--- src/rtl/refsel_pkg.sv ---
`timescale 1ns/1ps
package refsel_pkg;
    localparam int IDX_W    = 4;
    localparam int MAX_IN   = 15;
    localparam int NUM_RANK = 3;

    typedef logic [IDX_W-1:0] idx_t;

    typedef enum logic [1:0] {
        FM_AUTO,
        FM_FORCED,
        FM_BLOCKED
    } fmode_e;

    typedef struct packed {
        fmode_e mode;
        idx_t   target;
    } force_info_t;

    // Map a force code to a mode and a target input number.
    function automatic force_info_t decode_force(idx_t code, logic [15:0] mask, int num_in);
        force_info_t f;
        f.mode   = FM_BLOCKED;
        f.target = '0;
        if (code == idx_t'(0) || code == idx_t'(15)) begin
            f.mode = FM_AUTO;
        end else if (mask[code] && int'(code) <= num_in) begin
            f.mode   = FM_FORCED;
            f.target = code;
        end
        return f;
    endfunction
endpackage

--- src/rtl/refsel_force_decode.sv ---
`timescale 1ns/1ps
module refsel_force_decode
    import refsel_pkg::*;
#(
    parameter int          NUM_IN     = 9,
    parameter logic [15:0] FORCE_MASK = 16'h037E
) (
    input  idx_t        code_i,
    output force_info_t info_o
);
    always_comb begin
        info_o = decode_force(code_i, FORCE_MASK, NUM_IN);
    end
endmodule

--- src/rtl/refsel_rank_pick.sv ---
`timescale 1ns/1ps
module refsel_rank_pick
    import refsel_pkg::*;
#(
    parameter int NUM_IN = 9,
    parameter int PRIO_W = 4
) (
    input  logic [NUM_IN*PRIO_W-1:0] prio_i,
    input  logic [NUM_IN-1:0]        cand_i,
    output idx_t                     idx_o
);
    logic [PRIO_W-1:0] best_p;
    logic              found;

    // Scan upward with a strict compare so ties keep the lower number.
    always_comb begin
        idx_o  = '0;
        best_p = '1;
        found  = 1'b0;
        for (int i = 0; i < NUM_IN; i++) begin
            if (cand_i[i] && (!found || prio_i[i*PRIO_W +: PRIO_W] < best_p)) begin
                found  = 1'b1;
                best_p = prio_i[i*PRIO_W +: PRIO_W];
                idx_o  = idx_t'(i + 1);
            end
        end
    end
endmodule

--- src/rtl/refsel_next.sv ---
`timescale 1ns/1ps
module refsel_next
    import refsel_pkg::*;
#(
    parameter int NUM_IN = 9
) (
    input  idx_t              cur_i,
    input  force_info_t       finfo_i,
    input  logic [NUM_IN-1:0] valid_i,
    input  logic [NUM_IN-1:0] prio_nz_i,
    input  logic [NUM_IN-1:0] forced_oh_i,
    input  logic              revertive_i,
    input  idx_t              lead_i,
    output idx_t              next_o,
    output logic              pend_set_o
);
    logic cur_ok;
    logic forced_ok;
    idx_t best;

    always_comb begin
        cur_ok    = 1'b0;
        forced_ok = |(forced_oh_i & valid_i);
        for (int i = 0; i < NUM_IN; i++) begin
            if (cur_i == idx_t'(i + 1)) begin
                cur_ok = valid_i[i] && (prio_nz_i[i] || forced_oh_i[i]);
            end
        end
        best       = forced_ok ? finfo_i.target : lead_i;
        pend_set_o = 1'b0;
        if (finfo_i.mode == FM_BLOCKED) begin
            next_o = '0;
        end else if (revertive_i) begin
            next_o = best;
        end else if (cur_ok) begin
            next_o     = cur_i;
            pend_set_o = (best != cur_i);
        end else begin
            next_o = best;
        end
    end
endmodule

--- src/rtl/prio_ref_selector.sv ---
`timescale 1ns/1ps
module prio_ref_selector
    import refsel_pkg::*;
#(
    parameter int          NUM_IN     = 9,
    parameter int          PRIO_W     = 4,
    parameter logic [15:0] FORCE_MASK = 16'h037E
) (
    input  logic                     clk,
    input  logic                     rst,
    input  logic [NUM_IN*PRIO_W-1:0] prio_i,
    input  logic [NUM_IN-1:0]        valid_i,
    input  logic                     revertive_i,
    input  logic [3:0]               force_i,
    input  logic                     upgrade_clr_i,
    input  logic                     irq_en_i,
    output logic [3:0]               sel_o,
    output logic [3:0]               rank1_o,
    output logic [3:0]               rank2_o,
    output logic [3:0]               rank3_o,
    output logic                     upgrade_pend_o,
    output logic                     irq_o
);
    force_info_t       finfo;
    logic [NUM_IN-1:0] prio_nz;
    logic [NUM_IN-1:0] forced_oh;
    logic [NUM_IN-1:0] cand [NUM_RANK];
    idx_t              norm [NUM_RANK];
    idx_t              rank_d [NUM_RANK];
    idx_t              rank_q [NUM_RANK];
    idx_t              sel_d;
    idx_t              sel_q;
    logic              pend_set;
    logic              pend_q;

    refsel_force_decode #(
        .NUM_IN     (NUM_IN),
        .FORCE_MASK (FORCE_MASK)
    ) u_dec (
        .code_i (force_i),
        .info_o (finfo)
    );

    for (genvar i = 0; i < NUM_IN; i++) begin : g_in
        assign prio_nz[i]   = |prio_i[i*PRIO_W +: PRIO_W];
        assign forced_oh[i] = (finfo.mode == FM_FORCED) && (finfo.target == idx_t'(i + 1));
    end

    // Normal ranking: repeated minimum search, each pass removing the previous winner.
    assign cand[0] = valid_i & prio_nz & ~forced_oh;

    for (genvar r = 0; r < NUM_RANK; r++) begin : g_rank
        refsel_rank_pick #(
            .NUM_IN (NUM_IN),
            .PRIO_W (PRIO_W)
        ) u_pick (
            .prio_i (prio_i),
            .cand_i (cand[r]),
            .idx_o  (norm[r])
        );
        if (r < NUM_RANK - 1) begin : g_excl
            for (genvar i = 0; i < NUM_IN; i++) begin : g_bit
                assign cand[r+1][i] = cand[r][i] && (norm[r] != idx_t'(i + 1));
            end
        end
    end

    // Published ranking: forced input on top, normal list shifted down.
    always_comb begin
        for (int r = 0; r < NUM_RANK; r++) begin
            rank_d[r] = '0;
        end
        case (finfo.mode)
            FM_AUTO: begin
                for (int r = 0; r < NUM_RANK; r++) begin
                    rank_d[r] = norm[r];
                end
            end
            FM_FORCED: begin
                rank_d[0] = finfo.target;
                for (int r = 1; r < NUM_RANK; r++) begin
                    rank_d[r] = norm[r-1];
                end
            end
            default: begin
            end
        endcase
    end

    refsel_next #(
        .NUM_IN (NUM_IN)
    ) u_next (
        .cur_i       (sel_q),
        .finfo_i     (finfo),
        .valid_i     (valid_i),
        .prio_nz_i   (prio_nz),
        .forced_oh_i (forced_oh),
        .revertive_i (revertive_i),
        .lead_i      (norm[0]),
        .next_o      (sel_d),
        .pend_set_o  (pend_set)
    );

    always_ff @(posedge clk) begin
        if (rst) begin
            sel_q  <= '0;
            pend_q <= 1'b0;
            for (int r = 0; r < NUM_RANK; r++) begin
                rank_q[r] <= '0;
            end
        end else begin
            sel_q  <= sel_d;
            pend_q <= (pend_q & ~upgrade_clr_i) | pend_set;
            for (int r = 0; r < NUM_RANK; r++) begin
                rank_q[r] <= rank_d[r];
            end
        end
    end

    assign sel_o          = sel_q;
    assign rank1_o        = rank_q[0];
    assign rank2_o        = rank_q[1];
    assign rank3_o        = rank_q[2];
    assign upgrade_pend_o = pend_q;
    assign irq_o          = pend_q & irq_en_i;
endmodule

--- config.mk ---
export PLATFORM = sky130hd
export DESIGN_NAME = prio_ref_selector
export DESIGN_NICKNAME = d
export VERILOG_FILES = /design/src/rtl/refsel_pkg.sv /design/src/rtl/refsel_force_decode.sv /design/src/rtl/refsel_rank_pick.sv /design/src/rtl/refsel_next.sv /design/src/rtl/prio_ref_selector.sv
export SDC_FILE = /design/constraint.sdc
export NUM_CORES = 1
export LEC_CHECK = 0
export ABC_AREA = 0
export BUFFER_PORTS_ARGS = -buffer_cell sky130_fd_sc_hd__buf_4
export CAP_MARGIN = 20
export CELL_PAD_IN_SITES_DETAIL_PLACEMENT = 1
export CELL_PAD_IN_SITES_GLOBAL_PLACEMENT = 1
export CORE_UTILIZATION = 41
export CTS_CLUSTER_DIAMETER = 120
export DETAILED_ROUTE_END_ITERATION = 10
export PLACE_DENSITY_LB_ADDON = 0.1
export SYNTH_ARGS = -nofsm -noshare
export SYNTH_HDL_FRONTEND = slang
export SYNTH_SLANG_ARGS = --single-unit
--- constraint.sdc ---
create_clock -name clk -period 35.3 [get_ports clk]
set_input_delay 1.765 -clock clk [delete_from_list [all_inputs] [get_ports clk]]
set_output_delay 1.765 -clock clk [all_outputs]
set_load 0.005 [all_outputs]
==> impl_metrics.tcl <==
set metrics [dict create \
    status "completed" \
    wire_per_inst_microns 22.6 \
    hold_path.startpoint "upgrade_pend_o" \
    htreeDepth 1 \
    wl_mm 29.0 \
    yosysSeqAreaShare_pct 4.99 \
    finalClockSkew_ns 0.000612 \
    rows 46 \
    design_area_sq_mm 0.00829 \
    met2WireLength_mm 13.4 \
    comb_power_share_pct 91.9 \
    p_per_area_mw_per_mm2 74.6 \
    synth_top_area_cell "ha_1" \
    cpPeakStageDelay_ns 0.61 \
    met1Wirelength_mm 13.6 \
    crit_path_frequent_cell "ha_1" \
    routed.top_layer "met4" \
    cts_sinks 17 \
    pin_count 72 \
    cp_data_arrival_time_ns 33.76 \
    initial_core_util_pct 42.5 \
    avgSynthCellArea_sq_um 7.00 \
    overflow 0 \
    root_buffer "clkbuf_16" \
    cp-start-kind "primary input" \
    place_congestion 0.951 \
    final_layout_size_suffix_gt1_share_pct 25.4 \
    dieArea_sq_mm 0.0172 \
    synth_cell_types 118 \
    grt_pass1_vias 7962 \
    synth_top_family_by_area "compound AO/OA/AOI/OAI gates" \
    setup_viol 0 \
    clock_latency_ns 0.25 \
    areaGrowthSynthToFinish_pct 21.5 \
    ff2ff_path_depth 7 \
    min_to "upgrade_pend_o" \
    gr-usage-all-layers_pct 32.6 \
    synth_flop_cell "dfxtp_1" \
    final_nets 1161 \
    ys_top_cells_by_area "ha_1 6.6%, nand2_1 6.2%, a21oi_1 5.5%, mux2i_1 5.1%, dfxtp_1 5.0%" \
    placed_area_sq_mm 0.00772 \
    die_width_microns 131 \
    slew_violations 0 \
    cts_buffers 3 \
    yosys_register_bits 17 \
    peakVddDrop_mv 0.0591 \
    synth_mux_area_share_pct 6.51 \
    drt.antenna.violating_nets 0 \
    final_cell_mix "134 x buf_4, 111 x nand2_1, 88 x nor2_1" \
    synth-simple-area-share_pct 27.2 \
    syn_area_sq_mm 0.00682 \
    max-slew-margin-rel_pct 38.8 \
    dr.pass1.iters 5 \
    yosysWarnings 0 \
    drt_iter0_drc 511 \
    ctsHoldBuffers 0 \
    p_int_mw 0.271 \
    switchingPower_mw 0.347 \
    holdPathStages 2 \
    vias 8468 \
    switching_share_pct 56.1 \
    crit_required_ns 35.44 \
    cts_tree "yes" \
    crit_type "primary input to flop" \
    vias_per_cell 6.58 \
    antenna_found_initial 0 \
    fmax_mhz 29.7 \
    min_period_ns 33.63 \
    synth-xor-area-share_pct 1.93 \
    path_clk_slew_ns 0.05 \
    p_leak_nw 3.43 \
    core_sq_mm 0.0161 \
    synth_compound_area_share_pct 46.0 \
    synthCells 975 \
    grt_max_degree 18 \
    cp_max_fo 13 \
    tightest_slew_ns 0.907 \
    syn-num-nets 1065 \
    port_buffers 71 \
    wl_met3_mm 1.61 \
    clkPwrFrac_pct 3.7 \
    p_seq_share_pct 4.3 \
    synth_edf_count 0 \
    async_flop_share_pct 0 \
    drc 0 \
    drv_cap 0 \
    die_h_microns 131 \
    r2r_start "sel_o[1]" \
    rr_endpoint "sel_o[1]" \
    fillCellCount 2078 \
    final_common_cell "buf_4" \
    yosys.area.top_type_share_pct 6.60 \
    place_hpwl_mm 22.8 \
    fin_util_pct 51.6 \
    diodes 0 \
    clockBufferDepth 2 \
    grt_pass1_wl_mm 43.4 \
    rrSetupSlack_ns 33.51 \
    slowest_stage "or4b_4" \
    final_hold_viol_count 0 \
    synth_adder_area_share_pct 7.19 \
    min-delay-path-class "flop to flop" \
    finalCritPeriodShare_pct 95.3 \
    end_kind "flop" \
]
-- registers in the layout, indices dropped and copies added (netlist names) --
name	count
rank_q	12
sel_o	4
upgrade_pend_o	1
-- worst max-delay path: cells and delay by family --
kind / cells / cell delay, ns
buffers and inverters: 18 / 2.01
multiplexers: 10 / 2.36
AO/OA/AOI/OAI: 82 / 14.02
AND/OR/NAND/NOR: 47 / 6.88
adder cells (fa/ha/maj): 24 / 6.67
-- Yosys cell counts (all sizes together), types with 7 or more instances --
cell type  number
nand2         115
nor2           90
a21oi          82
o21ai          78
inv            51
ha             36
mux2i          36
clkbuf         25
a31oi          23
nand3          23
o211ai         23
buf            19
nand2b         19
a21o           18
and2           17
dfxtp          17
nor3           17
o21a           15
a211oi         13
o41ai          13
and3           12
o31ai          12
or2            12
xnor2          11
nor4           10
or3            10
a31o            9
nor2b           9
a2111oi         8
o211a           8
o22ai           8
a311oi          7
nor3b           7
-- power by group through the flow --
stage / clock, mW / combinational (mW) / sequential (mW)
final: 0.0230 / 0.568 / 0.0269
after global routing: 0.0242 / 0.616 / 0.0275
after CTS: 0.0231 / 0.491 / 0.0269
after detailed placement: 0 / 0.489 / 0.0273
after global placement: 0 / 0.480 / 0.0272
after floorplan: 0 / 0.347 / 0.0262
-- per-layer routing --
layer	track usage [%]	vias to the layer above
met1	46.9	4191
met2	53.7	282
met5	0	-
met3	2.00	34
met4	5.54	0
li1	-	3961
-- cell families (layout without fill, tap and decap cells) --
group / count (synthesis) / after routing
compound gates: 402 / 402
simple gates: 364 / 364
buf+inv: 95 / 190
mux: 42 / 42
fa+ha+maj: 40 / 40
flops: 17 / 17
xor+xnor: 15 / 15
-- how the worst max path moves through the flow --
stage | slack, ns | cells past startpoint | endpoint | start
4_1_cts | 0.05 | 178 | rank_q[0][10] | force_i[2]
5_1_grt | -0.26 | 186 | rank_q[0][8] | force_i[1]
2_1_floorplan | 0.89 | 188 | rank_q[0][9] | prio_i[0]
3_3_place_gp | 0.62 | 177 | rank_q[0][9] | force_i[2]
3_5_place_dp | -0.29 | 179 | rank_q[0][10] | force_i[2]
6_report | 1.67 | 181 | rank_q[0][8] | force_i[1]
-- through the flow --
step / setup slack [ns] / cells / power (mW) / setup TNS (ns) / hold WS (ns)
after floorplan: 0.894 / 975 / 0.373 / 0 / 0.461
after global placement: 0.619 / 1262 / 0.507 / 0 / 0.455
after detailed placement: -0.293 / 1262 / 0.516 / -1.05 / 0.497
after CTS: 0.0496 / 1266 / 0.541 / 0 / 0.504
after global routing: -0.257 / 1286 / 0.667 / -0.790 / 0.515
final: 1.67 / 1286 / 0.618 / 0 / 0.487
-- area by class of cell --
| cell class | instances | area [sq um] | share of cell area [%] |
|---|---|---|---|
| Tap cell | 216 | 270 | 3.26 |
| Timing Repair Buffer | 135 | 1020 | 12.3 |
| Sequential cell | 17 | 340 | 4.11 |
| Multi-Input combinational cell | 863 | 6390 | 77.1 |
| Inverter | 51 | 191 | 2.31 |
| Clock inverter | 1 | 5.00 | 0.0604 |
| Clock buffer | 3 | 75.1 | 0.906 |
-- timing repair --
| action | in CTS | in global routing |
|---|---|---|
| resized for setup | 2 | 75 |
| buffers inserted | 0 | 20 |
| pin swaps | 0 | 21 |
| endpoints found under the setup margin | 4 | 4 |
Power figures use the tool's default switching activity.
